**config.mk**
```make
export PLATFORM = sky130hd
export DESIGN_NAME = subsh_unit
export DESIGN_NICKNAME = d
export VERILOG_FILES = /design/src/rtl/subsh_pkg.sv /design/src/rtl/subsh_shifter.sv /design/src/rtl/subsh_adder.sv /design/src/rtl/subsh_commit.sv /design/src/rtl/subsh_unit.sv
export SDC_FILE = /design/constraint.sdc
export NUM_CORES = 1
export LEC_CHECK = 0
export BUFFER_PORTS_ARGS = -buffer_cell sky130_fd_sc_hd__buf_2
export CAP_MARGIN = 20
export CORE_MARGIN = 4
export CORE_UTILIZATION = 52
export DETAILED_ROUTE_END_ITERATION = 6
export PLACE_DENSITY = 0.78
export SYNTH_ARGS = -nofsm -noshare
export SYNTH_HDL_FRONTEND = slang
export SYNTH_SLANG_ARGS = --single-unit
```
**constraint.sdc**
```tcl
create_clock -name clk -period 4.2 [get_ports clk]
set_input_delay 0 -clock clk [delete_from_list [all_inputs] [get_ports clk]]
set_output_delay 0 -clock clk [all_outputs]
set_load 0.02 [all_outputs]
```
**src/rtl/subsh_pkg.sv**
```systemverilog
package subsh_pkg;

  typedef enum logic [1:0] {
    SH_LSL = 2'd0,
    SH_LSR = 2'd1,
    SH_ASR = 2'd2,
    SH_ROR = 2'd3
  } shift_kind_e;

  typedef struct packed {
    logic n;
    logic z;
    logic c;
    logic v;
  } nzcv_t;

endpackage

```
**src/rtl/subsh_shifter.sv**
```systemverilog
module subsh_shifter #(
  parameter int W = 32,
  localparam int AW = $clog2(W)
) (
  input  logic [W-1:0]  din,
  input  logic [1:0]    kind,
  input  logic [AW-1:0] amt,
  output logic [W-1:0]  dout
);
  import subsh_pkg::*;

  logic [2*W-1:0] rot_wide;

  always_comb begin
    rot_wide = {din, din} >> amt;
    unique case (shift_kind_e'(kind))
      SH_LSL:  dout = din << amt;
      SH_LSR:  dout = din >> amt;
      SH_ASR:  dout = W'($signed(din) >>> amt);
      default: dout = rot_wide[W-1:0];
    endcase
  end
endmodule

```
**src/rtl/subsh_adder.sv**
```systemverilog
module subsh_adder #(
  parameter int W = 32
) (
  input  logic [W-1:0] minuend,
  input  logic [W-1:0] subtrahend,
  output logic [W-1:0] diff,
  output logic         carry,
  output logic         ovf
);
  logic [W-1:0] inv_b;
  logic [W:0]   wide_sum;

  always_comb begin
    inv_b    = ~subtrahend;
    wide_sum = {1'b0, minuend} + {1'b0, inv_b} + (W+1)'(1);
    diff     = wide_sum[W-1:0];
    carry    = wide_sum[W];
    ovf      = (minuend[W-1] == inv_b[W-1]) && (diff[W-1] != minuend[W-1]);
  end
endmodule

```
**src/rtl/subsh_commit.sv**
```systemverilog
module subsh_commit #(
  parameter int W      = 32,
  parameter int IDX_W  = 4,
  parameter int PC_IDX = 15
) (
  input  logic              cond_ok,
  input  logic              set_flags,
  input  logic [IDX_W-1:0]  dest_idx,
  input  logic [W-1:0]      diff,
  input  logic              carry,
  input  logic              ovf,
  input  subsh_pkg::nzcv_t  flags_cur,
  output logic              rf_we,
  output logic              pc_we,
  output logic              flags_we,
  output subsh_pkg::nzcv_t  flags_nxt
);
  logic to_pc;

  always_comb begin
    to_pc    = (dest_idx == IDX_W'(PC_IDX));
    rf_we    = cond_ok && !to_pc;
    pc_we    = cond_ok && to_pc;
    flags_we = cond_ok && set_flags && !to_pc;
    if (flags_we) begin
      flags_nxt.n = diff[W-1];
      flags_nxt.z = (diff == '0);
      flags_nxt.c = carry;
      flags_nxt.v = ovf;
    end else begin
      flags_nxt = flags_cur;
    end
  end
endmodule

```
**src/rtl/subsh_unit.sv**
```systemverilog
module subsh_unit #(
  parameter int W      = 32,
  parameter int IDX_W  = 4,
  parameter int PC_IDX = 15,
  localparam int AW    = $clog2(W)
) (
  input  logic             clk,
  input  logic             rst,
  input  logic             in_valid,
  output logic             in_ready,
  input  logic [W-1:0]     opa,
  input  logic [W-1:0]     opb,
  input  logic [1:0]       shift_kind,
  input  logic [AW-1:0]    shift_amt,
  input  logic [3:0]       flags_in,
  input  logic             cond_ok,
  input  logic             set_flags,
  input  logic [IDX_W-1:0] dest_idx,
  output logic             out_valid,
  input  logic             out_ready,
  output logic [W-1:0]     rf_wdata,
  output logic [IDX_W-1:0] rf_waddr,
  output logic             rf_we,
  output logic [W-1:0]     pc_wdata,
  output logic             pc_we,
  output logic [3:0]       flags_out,
  output logic             flags_we
);
  import subsh_pkg::*;

  logic [W-1:0] shifted, diff;
  logic         carry, ovf;
  logic         c_rf_we, c_pc_we, c_flags_we;
  nzcv_t        c_flags;
  logic         accept;

  logic [W-1:0]     res_q;
  logic [IDX_W-1:0] idx_q;
  logic             rf_we_q, pc_we_q, flags_we_q, valid_q;
  nzcv_t            flags_q;

  subsh_shifter #(.W(W)) u_shift (
    .din(opb), .kind(shift_kind), .amt(shift_amt), .dout(shifted)
  );

  subsh_adder #(.W(W)) u_add (
    .minuend(opa), .subtrahend(shifted), .diff(diff), .carry(carry), .ovf(ovf)
  );

  subsh_commit #(.W(W), .IDX_W(IDX_W), .PC_IDX(PC_IDX)) u_commit (
    .cond_ok(cond_ok), .set_flags(set_flags), .dest_idx(dest_idx),
    .diff(diff), .carry(carry), .ovf(ovf), .flags_cur(nzcv_t'(flags_in)),
    .rf_we(c_rf_we), .pc_we(c_pc_we), .flags_we(c_flags_we), .flags_nxt(c_flags)
  );

  assign in_ready = !valid_q || out_ready;
  assign accept   = in_valid && in_ready;

  always_ff @(posedge clk) begin
    if (rst) begin
      valid_q    <= 1'b0;
      rf_we_q    <= 1'b0;
      pc_we_q    <= 1'b0;
      flags_we_q <= 1'b0;
      flags_q    <= '0;
      res_q      <= '0;
      idx_q      <= '0;
    end else if (accept) begin
      valid_q    <= 1'b1;
      rf_we_q    <= c_rf_we;
      pc_we_q    <= c_pc_we;
      flags_we_q <= c_flags_we;
      flags_q    <= c_flags;
      res_q      <= diff;
      idx_q      <= dest_idx;
    end else if (out_ready) begin
      valid_q    <= 1'b0;
      rf_we_q    <= 1'b0;
      pc_we_q    <= 1'b0;
      flags_we_q <= 1'b0;
    end
  end

  assign out_valid = valid_q;
  assign rf_wdata  = res_q;
  assign pc_wdata  = res_q;
  assign rf_waddr  = idx_q;
  assign rf_we     = rf_we_q;
  assign pc_we     = pc_we_q;
  assign flags_we  = flags_we_q;
  assign flags_out = flags_q;

  // program-counter path excludes register and flag writes
  p_pc_excl_r6: assert property (@(posedge clk) disable iff (rst)
    pc_we |-> (!rf_we && !flags_we));

  // enables only accompany a filled slot
  p_en_valid_r8: assert property (@(posedge clk) disable iff (rst)
    (rf_we || pc_we || flags_we) |-> out_valid);

  // a stalled slot keeps its contents
  p_hold_r9: assert property (@(posedge clk) disable iff (rst)
    (out_valid && !out_ready) |=> (out_valid && $stable(rf_wdata) && $stable(flags_out)
                                   && $stable(rf_we) && $stable(pc_we)));

  // stored Z matches stored result
  p_zflag_r2: assert property (@(posedge clk) disable iff (rst)
    flags_we |-> (flags_out[2] == (rf_wdata == '0)));

  // stored N matches stored result sign
  p_nflag_r2: assert property (@(posedge clk) disable iff (rst)
    flags_we |-> (flags_out[3] == rf_wdata[W-1]));

  // accepted failed-condition operation yields no enables
  p_cond_r7: assert property (@(posedge clk) disable iff (rst)
    (accept && !cond_ok) |=> (!rf_we && !pc_we && !flags_we));

endmodule

```
* After elaboration in Yosys (flattened, before gate mapping)
Index checks and enable logic that the tools add are counted.
Storage, ports and cells: register bits 44, output and inout bits 77
Operators by class: add/subtract/negate cells 2, equality and inequality tests 5, shift operators 4, multiplexer cells 7, bitwise operators 1, reductions and logical operators 12
Operators by type and width (number):
- 32-bit one-hot mux with 3 select lines | 1
- 64-bit by 5-bit >> shifter with 32-bit output | 1
- 32-bit by 32-bit adder with 33-bit output | 1
- 33-bit by 1-bit adder with 33-bit output (second input constant) | 1
- 32-bit logical NOT | 1
- 32-bit inverter | 1
- 32-bit by 5-bit << shifter with 32-bit output | 1
- 32-bit by 5-bit >> shifter with 32-bit output | 1
- 32-bit by 5-bit >>> shifter with 32-bit output | 1
- 1-bit logical AND | 6
- 1-bit two-way mux | 5
- 4-bit == test (second input constant) | 1
- 4-bit two-way mux | 1
- 2-bit by 1-bit == test with 1-bit output (second input constant) | 1
- 2-bit == test (second input constant) | 1
- 1-bit logical NOT | 2
- 2-bit logical NOT | 1
- 2-bit nonzero test | 1
- 1-bit == test | 1
- 1-bit logical OR | 1
- 1-bit != test | 1

* Depth between registers and ports, before layout
word-level depth 8, gate-level depth with buffers 24, gate-level depth less buffers 21

* By module
A second synthesis with hierarchy kept.
Second synthesis, totals: cell total of the unflattened synthesis 1275, area total of the unflattened synthesis 9519.1 µm²
Modules (own cells, without submodules):
- subsh_shifter | times used 1, cells an instance 716, area each 5013.6 µm², sequential area each 0.0 µm²
- subsh_unit | times used 1, cells an instance 234, area each 2264.7 µm², sequential area each 880.8 µm²
- subsh_adder | times used 1, cells an instance 303, area each 2059.5 µm², sequential area each 0.0 µm²
- subsh_commit | times used 1, cells an instance 22, area each 181.4 µm², sequential area each 0.0 µm²

* Worst setup path before layout
OpenSTA, ideal clock, no wires.
kind input-to-reg, start in shift_amt[0], end reg flags_q, in the netlist flags_out[2], arrival time 4021 ps, required time 4131 ps, slack 110 ps, stages 20, buffers on the path 4, cells stage by stage buf_4 > buf_4 > buf_2 > buf_2 > mux2i_1 > nor2_1 > nor2_1 > o21ai_0 > o22a_1 > a221o_1 > ha_1 > and2_4 > a221oi_4 > nand2_2 > xor2_1 > or4_1 > nor4_1 > and4_1 > nand4_1 > o21ai_1
Between the ends: longest elaborated chain between the ends 7, elaborated cells between the ends (all ways) 10
Ends and longest elaborated chain:
- start: declaration | RTL line subsh_unit.sv:14 | input logic [AW-1:0] shift_amt,
- 64-bit by 5-bit >> shifter with 32-bit output, or another cell as far along | RTL line subsh_shifter.sv:15 | rot_wide = {din, din} >> amt;
- 32-bit one-hot mux with 3 select lines (*) | RTL line subsh_shifter.sv:16 | unique case (shift_kind_e'(kind))
- 32-bit inverter (*) | RTL line subsh_adder.sv:14 | inv_b = ~subtrahend;
- 32-bit by 32-bit adder with 33-bit output (*) | RTL line subsh_adder.sv:15 | wide_sum = {1'b0, minuend} + {1'b0, inv_b} + (W+1)'(1);
- 33-bit by 1-bit adder with 33-bit output (*) | RTL line subsh_adder.sv:15
- 32-bit logical NOT (*) | RTL line subsh_commit.sv:27 | flags_nxt.z = (diff == '0);
- 4-bit two-way mux (*) | RTL line subsh_commit.sv:25 | if (flags_we) begin
- end signal: assignment | RTL line subsh_unit.sv:73 | flags_q <= c_flags;
- end: declaration | RTL line subsh_unit.sv:40 | nzcv_t flags_q;
Every way passes the cells marked *; elsewhere a longest branch is shown, timed or not. A chain may end at the register's enable or synchronous reset.

* Final worst setup path
start in shift_amt[1], end reg flags_q, in the netlist flags_out[2]
The elaborated chain is that of the path after synthesis.

==> reports/qor.txt <==
CTS tree - yes
Critical path arrival - 4320 ps
Post-synthesis async set-or-reset flop share - 0%
Met2 routed WL - 14700 um
Total chip power - 3220 uW
Total gr overflow - 0
Fin. max-slew vios - 0
CTS buffer count - 5
Post-synthesis sequential area ratio - 11.1%
Clock transition at path regs - 60 ps
Commonest non-fill, non-tap cell in the layout - buf_4
Status - finished, violations left
Area Overhead vs Synth - 36.9%
PD cells - 297 mW/mm^2
Wire per inst - 19.9 um
Number of flops mapped to enable cells by yosys - 0
Dpl hpwl - 24300 um
Total wire length - 32500 um
Skew-Pair Late Insertion Delay - 290 ps
Antenna violations before repair - 5
Commonest non-fill, non-tap cells in the layout - buf_4, buf_2, nor2_1
CP Class - input pin to register
Worst slew pin tran - 848 ps
DRC errors left - 0
Final Setup Violations - 0
Startpoint Class - input pin
Final Hold Viols - 1
Slew HR - 43.5%
Die height - 132 um
DRT Pass-1 Iters - 6
Yosys warning count - 0
Final Wtd Congestion - 1.10
Leak - 0.00500 uW
Die width - 132 um
Nets - 1560
Vias in the first global route - 9454
Fin crit share - 97.7%
Most used DFF post-synth - dfxtp_1
Placed Cells - 1608
ANT nets after route - 0
Root Buffer Master - clkbuf_16
Post-route insts no fill - 1632
Violated checks - hold timing
CTS sink count - 44
Hold_ws - -2.50 ps
Syn avg cell area - 6.98 sq um
Yosys reg bits - 44
DR top layer - met4
Starting Density - 53.8%
Peak supply drop - 251 uV
Syn Std Cell Area - 0.00794 sq mm
Die area - 0.0173 sq mm
Reg area - 881 sq um
Vias per cell - 6.48
Maxcap violations - 0
I/O Pins - 162
Minimum clock period - 4100 ps
Synth cell types - 85
Final setup margin - 97.7 ps
CP Capture Type - register
Rows - 44
Place WS - -576 ps
Syn_nets - 1256
Syn Inst Count - 1138
Initial detailed-routing violation count - 1458
Wl on met1 - 13000 um
Total GRT Usage - 33.8%
Hold Crit Class - input pin to register
Clock Path Buffers - 2
Largest net degree at the start of global routing - 82
Via count - 10600
Fillcell total - 1129
Worst EP required - 4420 ps
CTS HTree Levels - 2
Max FO, Critical Path - 9
Multi-input logic area - 0.00662 sq mm
Global-route wire length before repair - 49000 um
Port Buffers - 161
Share of layout cells above drive strength 1 - 36.2%
Achievable frequency - 244 MHz
Clock skew - 6.17 ps
Core area - 0.0148 sq mm
DR WL met3 - 3770 um
Yosys cell counts (5+ instances only):
cell,instances,area share [%]
o22ai_1,22,1.7
a31oi_1,16,1.3
buf_4,34,3.2
nand2b_1,18,1.4
a21oi_1,115,7.3
nor3_1,19,1.2
o211ai_1,19,1.8
dfxtp_1,44,11
inv_1,16,0.76
mux2_2,12,1.7
o31ai_1,5,0.47
o22a_1,9,0.99
nand4_1,9,0.71
mux2i_1,72,9.1
o21a_1,5,0.47
nor2_1,161,7.6
and2_1,10,0.79
buf_1,9,0.43
a211oi_1,16,1.5
clkbuf_1,61,2.9
nand2_1,118,5.6
nand3_1,22,1.4
xnor2_1,9,0.99
a21o_1,13,1.2
xor2_1,10,1.1
nor2b_1,15,1.2
buf_2,11,0.69
o21ai_0,88,5.5
mux4_2,26,7.4
a211o_1,5,0.55
o221ai_1,12,1.3
and3_1,9,0.71
ha_1,32,5.0
or3_1,10,0.79
cell families after synthesis:
kind of cell               share of synthesized area [%]
AOI/OAI and AO/OA                                   31.4
muxes                                               18.2
and+or+nand+nor                                     23.6
buffers and inverters                               8.31
DFF                                                 11.1
adders and majority gates                           5.30
xor gates and xnor gates                            2.10
per-stage QoR:
stage / hold WS (ps) / TNS (ps) / area (sq um) / util (%)
finish: -2.50 / 0 / 10900 / 73.6
global route: 26.1 / -143 / 10900 / 73.6
CTS: 1.49 / 0 / 10500 / 71.3
detailed placement: 265 / -2140 / 10300 / 69.7
global placement: 255 / -1040 / 10300 / 69.7
floorplan: 136 / 0 / 7940 / -
timing repair:
action	4_1_cts	5_1_grt
resized for setup	11	56
pin swaps	2	20
cloned	0	3
hold endpoints to repair	3	0
hold buffers	3	0
endpoints found under the setup margin	1	14
setup buffers	0	5
worst max-delay path, cell delays in order:
cell	delay, ps
buf_8	130
buf_6	150
mux2i_1	310
mux2i_2	140
buf_4	150
o21ai_0	330
nor2_1	120
a31oi_1	230
o221ai_1	170
nand3_1	240
ha_1	310
o211ai_1	280
nand2_1	130
buf_4	160
a31o_2	240
xnor2_1	270
o21ai_0	190
nor4_2	180
buf_4	160
and4_1	180
nand4_1	90
o21ai_1	140
area by class of cell:
type / count / area share, %
diodes: 5 / 0.115
inverters: 17 / 0.622
clock inverters: 3 / 0.392
multi-input cells: 960 / 60.9
repair buffers: 414 / 26.6
well taps: 184 / 2.12
clock buffers: 5 / 1.15
flip-flops and latches: 44 / 8.11
power breakdown:
part | internal, uW | leakage (uW) | switching [uW]
clock | 279 | 0.0000798 | 163
sequential | 469 | 0.000363 | 35.8
combinational | 1030 | 0.00455 | 1250
total | 1780 | 0.00500 | 1440
flip-flops by register name, indices dropped and copies added, names as in the netlist:
name,count
pc_we,1
rf_we,1
pc_wdata,32
out_valid,1
flags_we,1
flags_out,4
rf_waddr,4
layer usage:
metal	GRT usage, %	vias to the layer above
li1	-	4815
met1	47.5	4884
met2	52.9	744
met3	8.03	126
met4	7.29	0
met5	0	-
path summary, 6_finish.rpt:
path,start,to,slack (ps),cells after the start
worst max-delay path,shift_amt[1],flags_out[2],100,22
worst min-delay path,cond_ok,rf_we,-3,3
worst max register to register,out_valid,pc_wdata[15],2140,5
worst min register to register,pc_wdata[28],pc_wdata[28],460,2
(Power assumes the default switching activity.)
